## src/rtl/seg_xlate_pkg.sv

```systemverilog
package seg_xlate_pkg;

  // Default geometry of the translator
  parameter int DEF_SEG_COUNT = 8;
  parameter int DEF_BASE_W    = 16;
  parameter int DEF_LIM_W     = 12;
  parameter int DEF_OFF_W     = 12;

  // Outcome of one translation
  typedef enum logic [1:0] {
    XL_OK       = 2'd0,
    XL_OUTSIDE  = 2'd1,
    XL_UNMAPPED = 2'd2
  } xl_status_e;

endpackage

```

## src/rtl/seg_table.sv

```systemverilog
module seg_table #(
  parameter int SEG_COUNT = seg_xlate_pkg::DEF_SEG_COUNT,
  parameter int BASE_W    = seg_xlate_pkg::DEF_BASE_W,
  parameter int LIM_W     = seg_xlate_pkg::DEF_LIM_W,
  localparam int IDX_W    = (SEG_COUNT > 1) ? $clog2(SEG_COUNT) : 1
) (
  input  logic              clk,
  input  logic              rst_n,
  input  logic              wr_en,
  input  logic [IDX_W-1:0]  wr_idx,
  input  logic [BASE_W-1:0] wr_base,
  input  logic [LIM_W-1:0]  wr_limit,
  input  logic [IDX_W-1:0]  rd_idx,
  output logic [BASE_W-1:0] rd_base,
  output logic [LIM_W-1:0]  rd_limit,
  output logic              rd_loaded
);

  logic [BASE_W-1:0]    base_q  [SEG_COUNT];
  logic [LIM_W-1:0]     limit_q [SEG_COUNT];
  logic [SEG_COUNT-1:0] loaded_q;
  logic [SEG_COUNT-1:0] wr_sel;

  // One decoded select line per entry
  for (genvar g = 0; g < SEG_COUNT; g++) begin : g_sel
    assign wr_sel[g] = wr_en && (wr_idx == IDX_W'(g));
  end

  always_ff @(posedge clk) begin
    if (!rst_n) begin
      loaded_q <= '0;
      for (int i = 0; i < SEG_COUNT; i++) begin
        base_q[i]  <= '0;
        limit_q[i] <= '0;
      end
    end else begin
      for (int i = 0; i < SEG_COUNT; i++) begin
        if (wr_sel[i]) begin
          base_q[i]   <= wr_base;
          limit_q[i]  <= wr_limit;
          loaded_q[i] <= 1'b1;
        end
      end
    end
  end

  // Read sees registered contents, so a same-cycle write is not forwarded
  always_comb begin
    rd_base   = base_q[rd_idx];
    rd_limit  = limit_q[rd_idx];
    rd_loaded = loaded_q[rd_idx];
  end

  AST_WRITE_MARKS_LOADED: assert property (@(posedge clk) disable iff (!rst_n)
    wr_en |=> loaded_q[$past(wr_idx)]);

  AST_WRITE_STORES_FIELDS: assert property (@(posedge clk) disable iff (!rst_n)
    wr_en |=> (base_q[$past(wr_idx)] == $past(wr_base)) &&
              (limit_q[$past(wr_idx)] == $past(wr_limit)));

endmodule

```

## src/rtl/seg_bound_check.sv

```systemverilog
module seg_bound_check
  import seg_xlate_pkg::*;
#(
  parameter int BASE_W  = seg_xlate_pkg::DEF_BASE_W,
  parameter int LIM_W   = seg_xlate_pkg::DEF_LIM_W,
  parameter int OFF_W   = seg_xlate_pkg::DEF_OFF_W,
  localparam int CMP_W  = (LIM_W > OFF_W) ? LIM_W : OFF_W,
  localparam int PHYS_W = ((BASE_W > OFF_W) ? BASE_W : OFF_W) + 1
) (
  input  logic [BASE_W-1:0] seg_base,
  input  logic [LIM_W-1:0]  seg_limit,
  input  logic              seg_loaded,
  input  logic [OFF_W-1:0]  offset,
  output xl_status_e        status,
  output logic [PHYS_W-1:0] phys
);

  // Offsets 0 .. limit-1 are inside the segment
  function automatic logic offset_fits(input logic [OFF_W-1:0] off,
                                       input logic [LIM_W-1:0] lim);
    return CMP_W'(off) < CMP_W'(lim);
  endfunction

  // Widened sum, never wraps
  function automatic logic [PHYS_W-1:0] add_base(input logic [BASE_W-1:0] b,
                                                 input logic [OFF_W-1:0] off);
    return PHYS_W'(b) + PHYS_W'(off);
  endfunction

  always_comb begin
    if (!seg_loaded) begin
      status = XL_UNMAPPED;
      phys   = '0;
    end else if (!offset_fits(offset, seg_limit)) begin
      status = XL_OUTSIDE;
      phys   = '0;
    end else begin
      status = XL_OK;
      phys   = add_base(seg_base, offset);
    end
  end

endmodule

```

## src/rtl/seg_rsp_reg.sv

```systemverilog
module seg_rsp_reg
  import seg_xlate_pkg::*;
#(
  parameter int PHYS_W = seg_xlate_pkg::DEF_BASE_W + 1
) (
  input  logic              clk,
  input  logic              rst_n,
  input  logic              req_valid,
  input  xl_status_e        status,
  input  logic [PHYS_W-1:0] phys,
  output logic              rsp_valid,
  output logic              rsp_err,
  output logic [PHYS_W-1:0] rsp_addr
);

  always_ff @(posedge clk) begin
    if (!rst_n) begin
      rsp_valid <= 1'b0;
      rsp_err   <= 1'b0;
      rsp_addr  <= '0;
    end else begin
      rsp_valid <= req_valid;
      rsp_err   <= req_valid && (status != XL_OK);
      rsp_addr  <= (req_valid && (status == XL_OK)) ? phys : '0;
    end
  end

endmodule

```

## src/rtl/seg_xlate.sv

```systemverilog
module seg_xlate
  import seg_xlate_pkg::*;
#(
  parameter int SEG_COUNT = seg_xlate_pkg::DEF_SEG_COUNT,
  parameter int BASE_W    = seg_xlate_pkg::DEF_BASE_W,
  parameter int LIM_W     = seg_xlate_pkg::DEF_LIM_W,
  parameter int OFF_W     = seg_xlate_pkg::DEF_OFF_W,
  localparam int IDX_W    = (SEG_COUNT > 1) ? $clog2(SEG_COUNT) : 1,
  localparam int PHYS_W   = ((BASE_W > OFF_W) ? BASE_W : OFF_W) + 1
) (
  input  logic              clk,
  input  logic              rst_n,
  input  logic              wr_en,
  input  logic [IDX_W-1:0]  wr_idx,
  input  logic [BASE_W-1:0] wr_base,
  input  logic [LIM_W-1:0]  wr_limit,
  input  logic              req_valid,
  input  logic [IDX_W-1:0]  req_seg,
  input  logic [OFF_W-1:0]  req_off,
  output logic              rsp_valid,
  output logic              rsp_err,
  output logic [PHYS_W-1:0] rsp_addr
);

  // Named internal events for the assertions
  logic [BASE_W-1:0] ent_base;
  logic [LIM_W-1:0]  ent_limit;
  logic              ent_loaded;
  xl_status_e        xl_status;
  logic [PHYS_W-1:0] xl_phys;

  seg_table #(
    .SEG_COUNT (SEG_COUNT),
    .BASE_W    (BASE_W),
    .LIM_W     (LIM_W)
  ) u_table (
    .clk       (clk),
    .rst_n     (rst_n),
    .wr_en     (wr_en),
    .wr_idx    (wr_idx),
    .wr_base   (wr_base),
    .wr_limit  (wr_limit),
    .rd_idx    (req_seg),
    .rd_base   (ent_base),
    .rd_limit  (ent_limit),
    .rd_loaded (ent_loaded)
  );

  seg_bound_check #(
    .BASE_W (BASE_W),
    .LIM_W  (LIM_W),
    .OFF_W  (OFF_W)
  ) u_check (
    .seg_base   (ent_base),
    .seg_limit  (ent_limit),
    .seg_loaded (ent_loaded),
    .offset     (req_off),
    .status     (xl_status),
    .phys       (xl_phys)
  );

  seg_rsp_reg #(
    .PHYS_W (PHYS_W)
  ) u_rsp (
    .clk       (clk),
    .rst_n     (rst_n),
    .req_valid (req_valid),
    .status    (xl_status),
    .phys      (xl_phys),
    .rsp_valid (rsp_valid),
    .rsp_err   (rsp_err),
    .rsp_addr  (rsp_addr)
  );

  AST_RSP_FOLLOWS_REQ: assert property (@(posedge clk) disable iff (!rst_n)
    req_valid |=> rsp_valid);

  AST_IDLE_IS_QUIET: assert property (@(posedge clk) disable iff (!rst_n)
    !req_valid |=> (!rsp_valid && !rsp_err && rsp_addr == '0));

  AST_FAULT_HIDES_ADDR: assert property (@(posedge clk) disable iff (!rst_n)
    rsp_err |-> (rsp_addr == '0));

  AST_OK_WITHIN_LIMIT: assert property (@(posedge clk) disable iff (!rst_n)
    (req_valid && xl_status == XL_OK) |-> ((OFF_W+LIM_W)'(req_off) < (OFF_W+LIM_W)'(ent_limit)));

  AST_UNLOADED_FAULTS: assert property (@(posedge clk) disable iff (!rst_n)
    (req_valid && !ent_loaded) |=> rsp_err);

  AST_ADDR_NOT_BELOW_BASE: assert property (@(posedge clk) disable iff (!rst_n)
    (req_valid && xl_status == XL_OK) |-> (xl_phys >= PHYS_W'(ent_base)));

endmodule

```

## config.mk

```make
export PLATFORM = sky130hd
export DESIGN_NAME = seg_xlate
export DESIGN_NICKNAME = d
export VERILOG_FILES = /design/src/rtl/seg_xlate_pkg.sv /design/src/rtl/seg_table.sv /design/src/rtl/seg_bound_check.sv /design/src/rtl/seg_rsp_reg.sv /design/src/rtl/seg_xlate.sv
export SDC_FILE = /design/constraint.sdc
export NUM_CORES = 1
export LEC_CHECK = 0
export BUFFER_PORTS_ARGS = -buffer_cell sky130_fd_sc_hd__buf_4
export CORE_MARGIN = 8
export CORE_UTILIZATION = 35
export CTS_CLUSTER_DIAMETER = 100
export DETAILED_ROUTE_END_ITERATION = 6
export SYNTH_ARGS = -nofsm -noshare
export SYNTH_HDL_FRONTEND = slang
export SYNTH_SLANG_ARGS = --single-unit
```

## constraint.sdc

```tcl
create_clock -name clk -period 9.45 [get_ports clk]
set_input_delay 1.89 -clock clk [delete_from_list [all_inputs] [get_ports clk]]
set_output_delay 1.89 -clock clk [all_outputs]
set_load 0.02 [all_outputs]
```

==> impl_metrics.ini, run 1 <==
[detailed_routing]
dr.first_iter.drc_count = 487
route.detailed.drc = 0
drtAntennaViolNets = 0
drt-wirelength-per-cell_um = 21.26
wl_um = 26810
avgViaCountPerCell = 5.128
drtPass1Iterations = 5
vias = 6467

[power_and_ir_drop]
cellLeakagePower_nw = 4.721
p_per_area_mw_per_mm2 = 199.8
total_power_mw = 2.558
ir_drop_mv = 0.1274

[setup_path]
start_kind = input port
cp_max_fo = 43
cp-end-kind = register
worstSetupPathType = in2reg
required_ns = 9.84
arrival_ns = 5.48

[yosys]
syn-num-nets = 841
synth_enable_flop_cells = 224
ys_types = 50
synth_area_mm2 = 0.01105
yosysSeqAreaShare_pct = 65.75
syn_area_per_cell_um2 = 14.41
ys_warn_count = 0
synth_ff_type = edfxtp_1
async_flop_share_pct = 0
netlist_instances = 767
synth-seq-cells = 251

[sta]
finalSetupTns_ns = 0
slew_headroom_pct = 40.20
finalWorstSetupSlack_ns = 4.366
drv_slew = 0
max_freq_mhz = 196.7
worstMarginPinSlew_ns = 0.8969
setup_viol = 0
skew_ns = 0.01095
rsz0062_at_grt = no
timing.hold.ws_ns = 0.4562
hold_viol = 0
finalCritPeriodShare_pct = 53.80
post-route-min-period_ns = 5.084

[finish]
fin_nets = 912
instances_no_fill = 1261
multi_input_area_mm2 = 0.003473
diodes = 0
fin_area_mm2 = 0.01280
drive_gt1_share_pct = 23.63
syn_to_final_growth_pct = 15.84
n_fill_cell = 2822
ff_latch_area_mm2 = 0.007267
fin_util_pct = 40.89

[clock_network]
numCtsBuffers = 27
clock_path_buffers = 3
htreeDepth = 1
cts-root-buf = clkbuf_16
clk_pin_slew_ns = 0.06
cts_tree = built
cts_hold_buf = 0
clk_latency_ns = 0.54
cts_resized = 0
cts_setup_buffers = 0
clock-sinks = 251

[placed_design]
placed_cell_area_mm2 = 0.01201
dp_hpwl_um = 15940
pre_cts_ws_ns = 3.759
port_buffers = 68
place_inst = 1211
place_congestion = 0.7337

[die]
core_area_mm2 = 0.03131
die_h_um = 193.7
io-pin-count = 69
start_util_pct = 35.30
die-area_mm2 = 0.03752
num_rows = 65
die_x_um = 193.7

[global_route]
grt_max_degree = 55
grt_pass1_vias = 6677
antenna_found_initial = 0
grt_pass1_wl_um = 40700
grt_overflow_total = 0
grt_usage_pct = 14.00

[run]
max_cap_violations = 0

[min_path]
hold_path_class = reg2reg

[run_status]
status = completed
[synthesized netlist by cell type (3+ instances only)]
cell type	instances	area, um2
nand2_1	45	168.9
nor2_2	10	62.56
nor2b_1	4	25.02
buf_2	7	35.03
mux4_2	52	1171
a21boi_0	4	30.03
a21oi_1	14	70.07
xor2_1	4	35.03
mux2i_1	17	170.2
mux2_2	12	135.1
a211oi_1	4	30.03
nor3_1	6	30.03
o21ai_0	8	40.04
a21o_1	3	22.52
nor2_1	180	675.7
clkbuf_1	28	105.1
inv_1	38	142.6
nand3_1	7	35.03
o21a_1	8	60.06
edfxtp_1	224	6726
xnor2_1	5	43.79
ha_1	23	287.8
mux4_1	5	131.4
dfxtp_1	27	540.5
[registers in the layout (all words and copies together) (netlist names)]
name and cells:
u_table.loaded_q 8, u_rsp.rsp_valid 1, u_rsp.rsp_addr 17, u_table.limit_q 96, u_table.base_q 128, u_rsp.rsp_err 1
[critical path, cell delays in order]
cell and delay, ns:
buf_4 0.62, mux4_2 0.59, mux2_2 0.27, ha_1 0.22, fa_1 0.42, a21o_1 0.21, a221oi_1 0.44, a21oi_1 0.20
o2bb2ai_1 0.32, xnor2_1 0.18, nor2_2 0.05
[power by group]
part           switching [mW]  total, mW  internal, mW  leakage, nW
clock network           0.423      0.950         0.527        0.388
registers              0.0183       1.30          1.29         2.39
logic                   0.176      0.303         0.127         1.94
[logic make-up after synthesis]
family	after synthesis	synth area share [%]
muxes	86	14.55
and+or+nand+nor	264	9.780
xor gates and xnor gates	9	0.7131
DFF	251	65.75
buffers and inverters	79	3.079
AOI/OAI and AO/OA	54	3.351
adders and majority gates	24	2.785
[layout by cell type (no fill, tap or decap), types with 14 or more instances in the layout]
cell type,instances
a21oi_1,14
buf_4,83
clkbuf_16,27
dfxtp_1,27
edfxtp_1,224
ha_1,23
inv_1,38
mux2i_1,17
mux4_2,52
nand2_1,43
nor2_1,180
[layout make-up]
type / count / area share, %
clock buffer: 33 / 5.453
tap: 402 / 3.928
sequential: 251 / 56.76
timing repair buffer: 83 / 4.867
clock inverter: 17 / 0.7525
multi-input combinational: 437 / 27.13
inverter: 38 / 1.114
[worst paths after layout]
| kind | from | cells after the start | to | slack (ns) |
|---|---|---|---|---|
| min reg2reg | u_table.loaded_q[4]$_SDFFE_PN0P_ | 2 | u_table.loaded_q[4]$_SDFFE_PN0P_ | 0.46 |
| max | req_seg[0] | 11 | u_rsp.rsp_addr[12]$_SDFF_PN0_ | 4.37 |
| min | u_table.loaded_q[4]$_SDFFE_PN0P_ | 2 | u_table.loaded_q[4]$_SDFFE_PN0P_ | 0.46 |
| max reg2reg | u_table.base_q[3][0]$_SDFFCE_PN0P_ | 10 | u_rsp.rsp_addr[12]$_SDFF_PN0_ | 6.14 |
[metal layers]
layer | wire, um | share of wire [%] | vias up | global-route usage (%)
met5 | 0 | 0 | - | 0
met4 | 486 | 1.8 | 0 | 2.993
met3 | 1937 | 7.2 | 33 | 2.777
met2 | 12770 | 48 | 221 | 23.03
met1 | 11620 | 43 | 3258 | 18.99
li1 | - | - | 2955 | -
Power figures use the tool's default switching activity.
==> run 2: changes to the inputs <==
- ABC_AREA: not set -> 1
- clock period: 9.45 -> 4.3 ns (I/O delays scaled with it)
==> impl_metrics.ini, run 2 <==
[yosys]
synth_common_cells = nor2_1, edfxtp_1, o21ai_0
ys_types = 33
yosysSeqAreaShare_pct = 64.38
synth_most_common_cell = nor2_1
syn_area_per_cell_um2 = 10.22
synth_enable_flop_cells = 224
async_flop_share_pct = 0
synth_area_leaders = edfxtp_1, nor2_1, o21ai_0
ys_warn_count = 0
synth_ff_type = edfxtp_1
synth-seq-cells = 251
synth_top_area_share_pct = 59.59
netlist_instances = 1105
syn-num-nets = 1179
synth_area_mm2 = 0.01129
synth_top_area_cell = edfxtp_1

[min_path]
hold_path_class = reg2reg
hold_start = u_table.loaded_q[1]$_SDFFE_PN0P_
hold_end = u_table.loaded_q[1]$_SDFFE_PN0P_
hold_depth = 2

[sta]
post-route-min-period_ns = 3.100
hold_viol = 0
worstMarginPinSlew_ns = 0.7738
rsz0062_at_grt = no
skew_ns = 0.009568
finalSetupTns_ns = 0
setup_viol = 0
max_freq_mhz = 322.6
finalCritPeriodShare_pct = 72.09
drv_slew = 0
slew_headroom_pct = 48.36

[clock_network]
clock-sinks = 251
clk_latency_ns = 0.54
cts_setup_buffers = 0
htreeDepth = 1
cts_tree = built
cts_hold_buf = 0
cts-root-buf = clkbuf_16
clk_pin_slew_ns = 0.06
clock_path_buffers = 3
numCtsBuffers = 28
cts_resized = 0

[global_route]
grt_pass1_vias = 8112
grt_pass1_wl_um = 46700
grt_max_degree = 77
grt_overflow_total = 0
grt_usage_pct = 15.65
antenna_found_initial = 0

[setup_path]
critPathMaxStageDelay_ns = 0.35
cp_max_fo = 36
cp-end-kind = register
cp_top_family = compound AO/OA/AOI/OAI gates
rrSetupSlack_ns = 1.78
ff2ff_path_depth = 14
worstSetupPathType = in2reg
worstPathCellList = buf_4, inv_2, buf_4, o21ai_0, o22ai_1, nor2_1, a31oi_1, ha_1, a21oi_1, o21ai_0, a21oi_1, nor2_1, nor2_1, xor2_1, inv_1, nor2_2
start_kind = input port
rr_endpoint = u_rsp.rsp_addr[10]$_SDFF_PN0_
reg2reg_from = u_table.base_q[6][0]$_DFFE_PP_
critPathBufInv = 4
required_ns = 4.78
arrival_ns = 3.58
cpMaxStageDelayCell = ha_1
cpMostUsedCell = nor2_1

[finish]
layout_common_cells = nor2_1, edfxtp_1, o21ai_0
largest_reg_flops = 128
drive_gt1_share_pct = 13.25
regMostFlops = u_table.base_q
mostFrequentLayoutCell = nor2_1
diodes = 0
largestRegisters = u_table.base_q: 128 flops, u_table.limit_q: 96 flops, u_rsp.rsp_addr: 17 flops
fin_nets = 1237
fin_util_pct = 41.72
syn_to_final_growth_pct = 16.94

[detailed_routing]
drtAntennaViolNets = 0
dr.first_iter.drc_count = 687
drt-wirelength-per-cell_um = 19.27
avgViaCountPerCell = 5.127
vias = 8136
wl_um = 30570
route.detailed.drc = 0
drtPass1Iterations = 5

[die]
die_h_um = 195.6
num_rows = 65
die_x_um = 195.6
core_area_mm2 = 0.03164
io-pin-count = 69
die-area_mm2 = 0.03826
start_util_pct = 35.68

[power_and_ir_drop]
p_per_area_mw_per_mm2 = 453.3
ir_drop_mv = 0.2561
cellLeakagePower_nw = 5.048

[placed_design]
dp_hpwl_um = 18450
port_buffers = 68
place_congestion = 0.8058

[run_status]
status = completed

[run]
max_cap_violations = 0
## run 2: layer usage
layer | up-vias | wire length [um] | track usage (%) | part of all wire (%)
met5 | - | 0 | 0 | 0
li1 | 3887 | - | - | -
met2 | 293 | 13990 | 25.38 | 46
met4 | 0 | 750 | 4.773 | 2.5
met3 | 60 | 2407 | 2.957 | 7.9
met1 | 3896 | 13430 | 20.98 | 44
## run 2: worst max path at each step
stage | from | to | cells past startpoint
detailed placement | req_seg[0] | u_rsp.rsp_addr[10]$_SDFF_PN0_ | 16
finish | req_seg[0] | u_rsp.rsp_addr[10]$_SDFF_PN0_ | 16
CTS | req_seg[0] | u_rsp.rsp_addr[10]$_SDFF_PN0_ | 16
global placement | req_seg[0] | u_rsp.rsp_addr[13]$_SDFF_PN0_ | 17
floorplan | req_seg[0] | u_rsp.rsp_addr[9]$_SDFF_PN0_ | 16
global route | req_seg[0] | u_rsp.rsp_addr[10]$_SDFF_PN0_ | 16
## run 2: where the power goes
| group | switching [mW] | internal, mW |
|---|---|---|
| Sequential | 0.0423 | 2.83 |
| Clock | 0.942 | 1.49 |
| Combinational | 0.456 | 0.222 |
## run 2: worst min-delay path: cells and delay by family (launching register included)
family	cells	cell delay (ns)
DFF	1	0.29
AOI/OAI and AO/OA	1	0.06
buffers and inverters	1	0.06
## run 2: metrics by stage
step	cell area (um2)	hold slack, ns	cells	total power [mW]	setup WS (ns)
2_1_floorplan	11290	0.4304	1105	3.349	1.086
5_1_grt	13200	0.4724	1587	6.202	0.9634
3_3_place_gp	12260	0.4406	1535	3.592	0.7911
4_1_cts	13200	0.4572	1587	6.023	1.270
3_5_place_dp	12260	0.4493	1535	3.601	0.7045
6_report	13200	0.4571	1587	5.984	1.200
## run 2: logic make-up (layout without fill, tap and decap cells)
kind of cell	count (synthesis)	after routing	share of synthesized area [%]
AO/OA/AOI/OAI	213	213	10.45
XOR/XNOR	13	13	1.009
adder cells (fa/ha/maj)	24	24	2.727
buffers and inverters	134	214	5.032
flip-flops	251	251	64.38
AND/OR/NAND/NOR	470	470	16.40
## run 2: layout make-up
cell class	count	area (um2)
timing repair buffer	93	773.2
multi-input combinational	720	3453
fill	2999	18440
clock inverter	11	126.4
sequential	251	7267
tap	402	503.0
inverter	69	259.0
clock buffer	41	818.3
==> run 3: changes to the inputs <==
- clock period: 4.3 -> 3 ns (I/O delays scaled with it)
==> impl_metrics.ini, run 3 (same netlist as run 2, synthesis figures left out) <==
[clock_network]
cts_tree = built
cts_setup_buffers = 0
htreeDepth = 1
clock_path_buffers = 3
cts_resized = 0
clock-sinks = 251
clk_latency_ns = 0.54
cts-root-buf = clkbuf_16
clk_pin_slew_ns = 0.06
numCtsBuffers = 27
cts_hold_buf = 0

[die]
start_util_pct = 35.68
die-area_mm2 = 0.03826
die_x_um = 195.6
num_rows = 65
core_area_mm2 = 0.03164
die_h_um = 195.6
io-pin-count = 69

[setup_path]
arrival_ns = 2.96
cp_max_fo = 24
ff2ff_path_depth = 15
cp-end-kind = register
critPathMaxStageDelay_ns = 0.30
cpMaxStageDelayCell = buf_4
required_ns = 3.45
cpMostUsedCell = nand2_1
worstPathCellList = buf_4, buf_12, buf_4, buf_4, o21ai_0, o221ai_1, o21ai_1, ha_1, nand2_1, nand2_1, nand2_1, nand2_1, nand2_2, nand3_4, nor2_1
start_kind = input port
worstSetupPathType = in2reg

[global_route]
grt_usage_pct = 16.26
grt_max_degree = 39
grt_overflow_total = 0
grt_pass1_vias = 8269
grt_pass1_wl_um = 48200
antenna_found_initial = 0

[detailed_routing]
route.detailed.drc = 0
avgViaCountPerCell = 5.060
drtPass1Iterations = 5
drt-wirelength-per-cell_um = 19.14
wl_um = 31350
vias = 8289
drtAntennaViolNets = 0
dr.first_iter.drc_count = 663

[sta]
skew_ns = 0.01992
finalCritPeriodShare_pct = 83.85
finalWorstSetupSlack_ns = 0.4845
drv_slew = 0
timing.hold.ws_ns = 0.3437
max_freq_mhz = 397.5
setup_viol = 0
rsz0062_at_grt = no
hold_viol = 0
post-route-min-period_ns = 2.515
worstMarginPinSlew_ns = 0.6804
slew_headroom_pct = 54.16

[placed_design]
pre_cts_ws_ns = -0.04269
dp_hpwl_um = 19750
place_congestion = 0.8626
port_buffers = 68

[finish]
syn_to_final_growth_pct = 20.52
fin_nets = 1293
mostFrequentLayoutCell = nor2_1
layout_common_cells = nor2_1, edfxtp_1, buf_4
n_fill_cell = 2990
drive_gt1_share_pct = 16.59
diodes = 0
regMostFlops = u_table.base_q
largest_reg_flops = 128
largestRegisters = u_table.base_q: 128 flops, u_table.limit_q: 96 flops, u_rsp.rsp_addr: 17 flops

[run_status]
status = completed

[run]
max_cap_violations = 0

[min_path]
hold_depth = 3
hold_path_class = in2reg

[power_and_ir_drop]
cellLeakagePower_nw = 5.286
ir_drop_mv = 0.3870
p_per_area_mw_per_mm2 = 620.9
## run 3: final timing paths
| check | from | slack [ns] | end |
|---|---|---|---|
| setup / recovery | req_seg[1] | 0.48 | u_rsp.rsp_addr[0]$_SDFF_PN0_ |
| setup reg to reg | u_table.base_q[5][7]$_SDFFCE_PN0P_ | 0.64 | u_rsp.rsp_addr[14]$_SDFF_PN0_ |
| hold / removal | req_valid | 0.34 | u_rsp.rsp_err$_SDFF_PN0_ |
| hold reg to reg | u_table.loaded_q[7]$_SDFFE_PN0P_ | 0.45 | u_table.loaded_q[7]$_SDFFE_PN0P_ |
## run 3: area by class of cell
cell class	count	area [um2]	area share (%)
Clock inverter	7	85.08	0.6254
Sequential cell	251	7267	53.42
Multi-Input combinational cell	720	3453	25.38
Inverter	69	259.0	1.904
Clock buffer	39	760.7	5.592
Tap cell	402	503.0	3.697
Timing Repair Buffer	150	1276	9.381
## run 3: routing by layer
metal / vias up / part of all wire, % / global-route usage [%]
met5: - / 0 / 0
met4: 0 / 2.8 / 4.969
met3: 62 / 6.8 / 3.594
met2: 264 / 46 / 26.79
met1: 3969 / 44 / 21.12
li1: 3994 / - / -
## run 3: worst max-delay path, delay by kind of cell
kind / cells / cell delay, ns
buffers and inverters: 4 / 0.79
AOI/OAI and AO/OA: 3 / 0.51
and+or+nand+nor: 7 / 0.74
adders and majority gates: 1 / 0.30
## run 3: stage by stage
step	setup TNS (ns)	total power [mW]	util, %	area [um2]	std cells
final	0	8.447	43.00	13600	1638
after global routing	0	8.752	43.00	13600	1638
after CTS	0	8.498	43.00	13600	1638
after detailed placement	-0.1997	5.297	40.33	12760	1592
after global placement	-0.06231	5.283	40.33	12760	1592
after floorplan	0	4.800	-	11290	1105
## run 3: report_power, final
part           switching, mW  leakage [nW]  total, mW  internal (mW)
clock                   1.31         0.412       3.22           1.91
combinational          0.680          2.48       1.11          0.425
sequential            0.0621          2.39       4.12           4.06
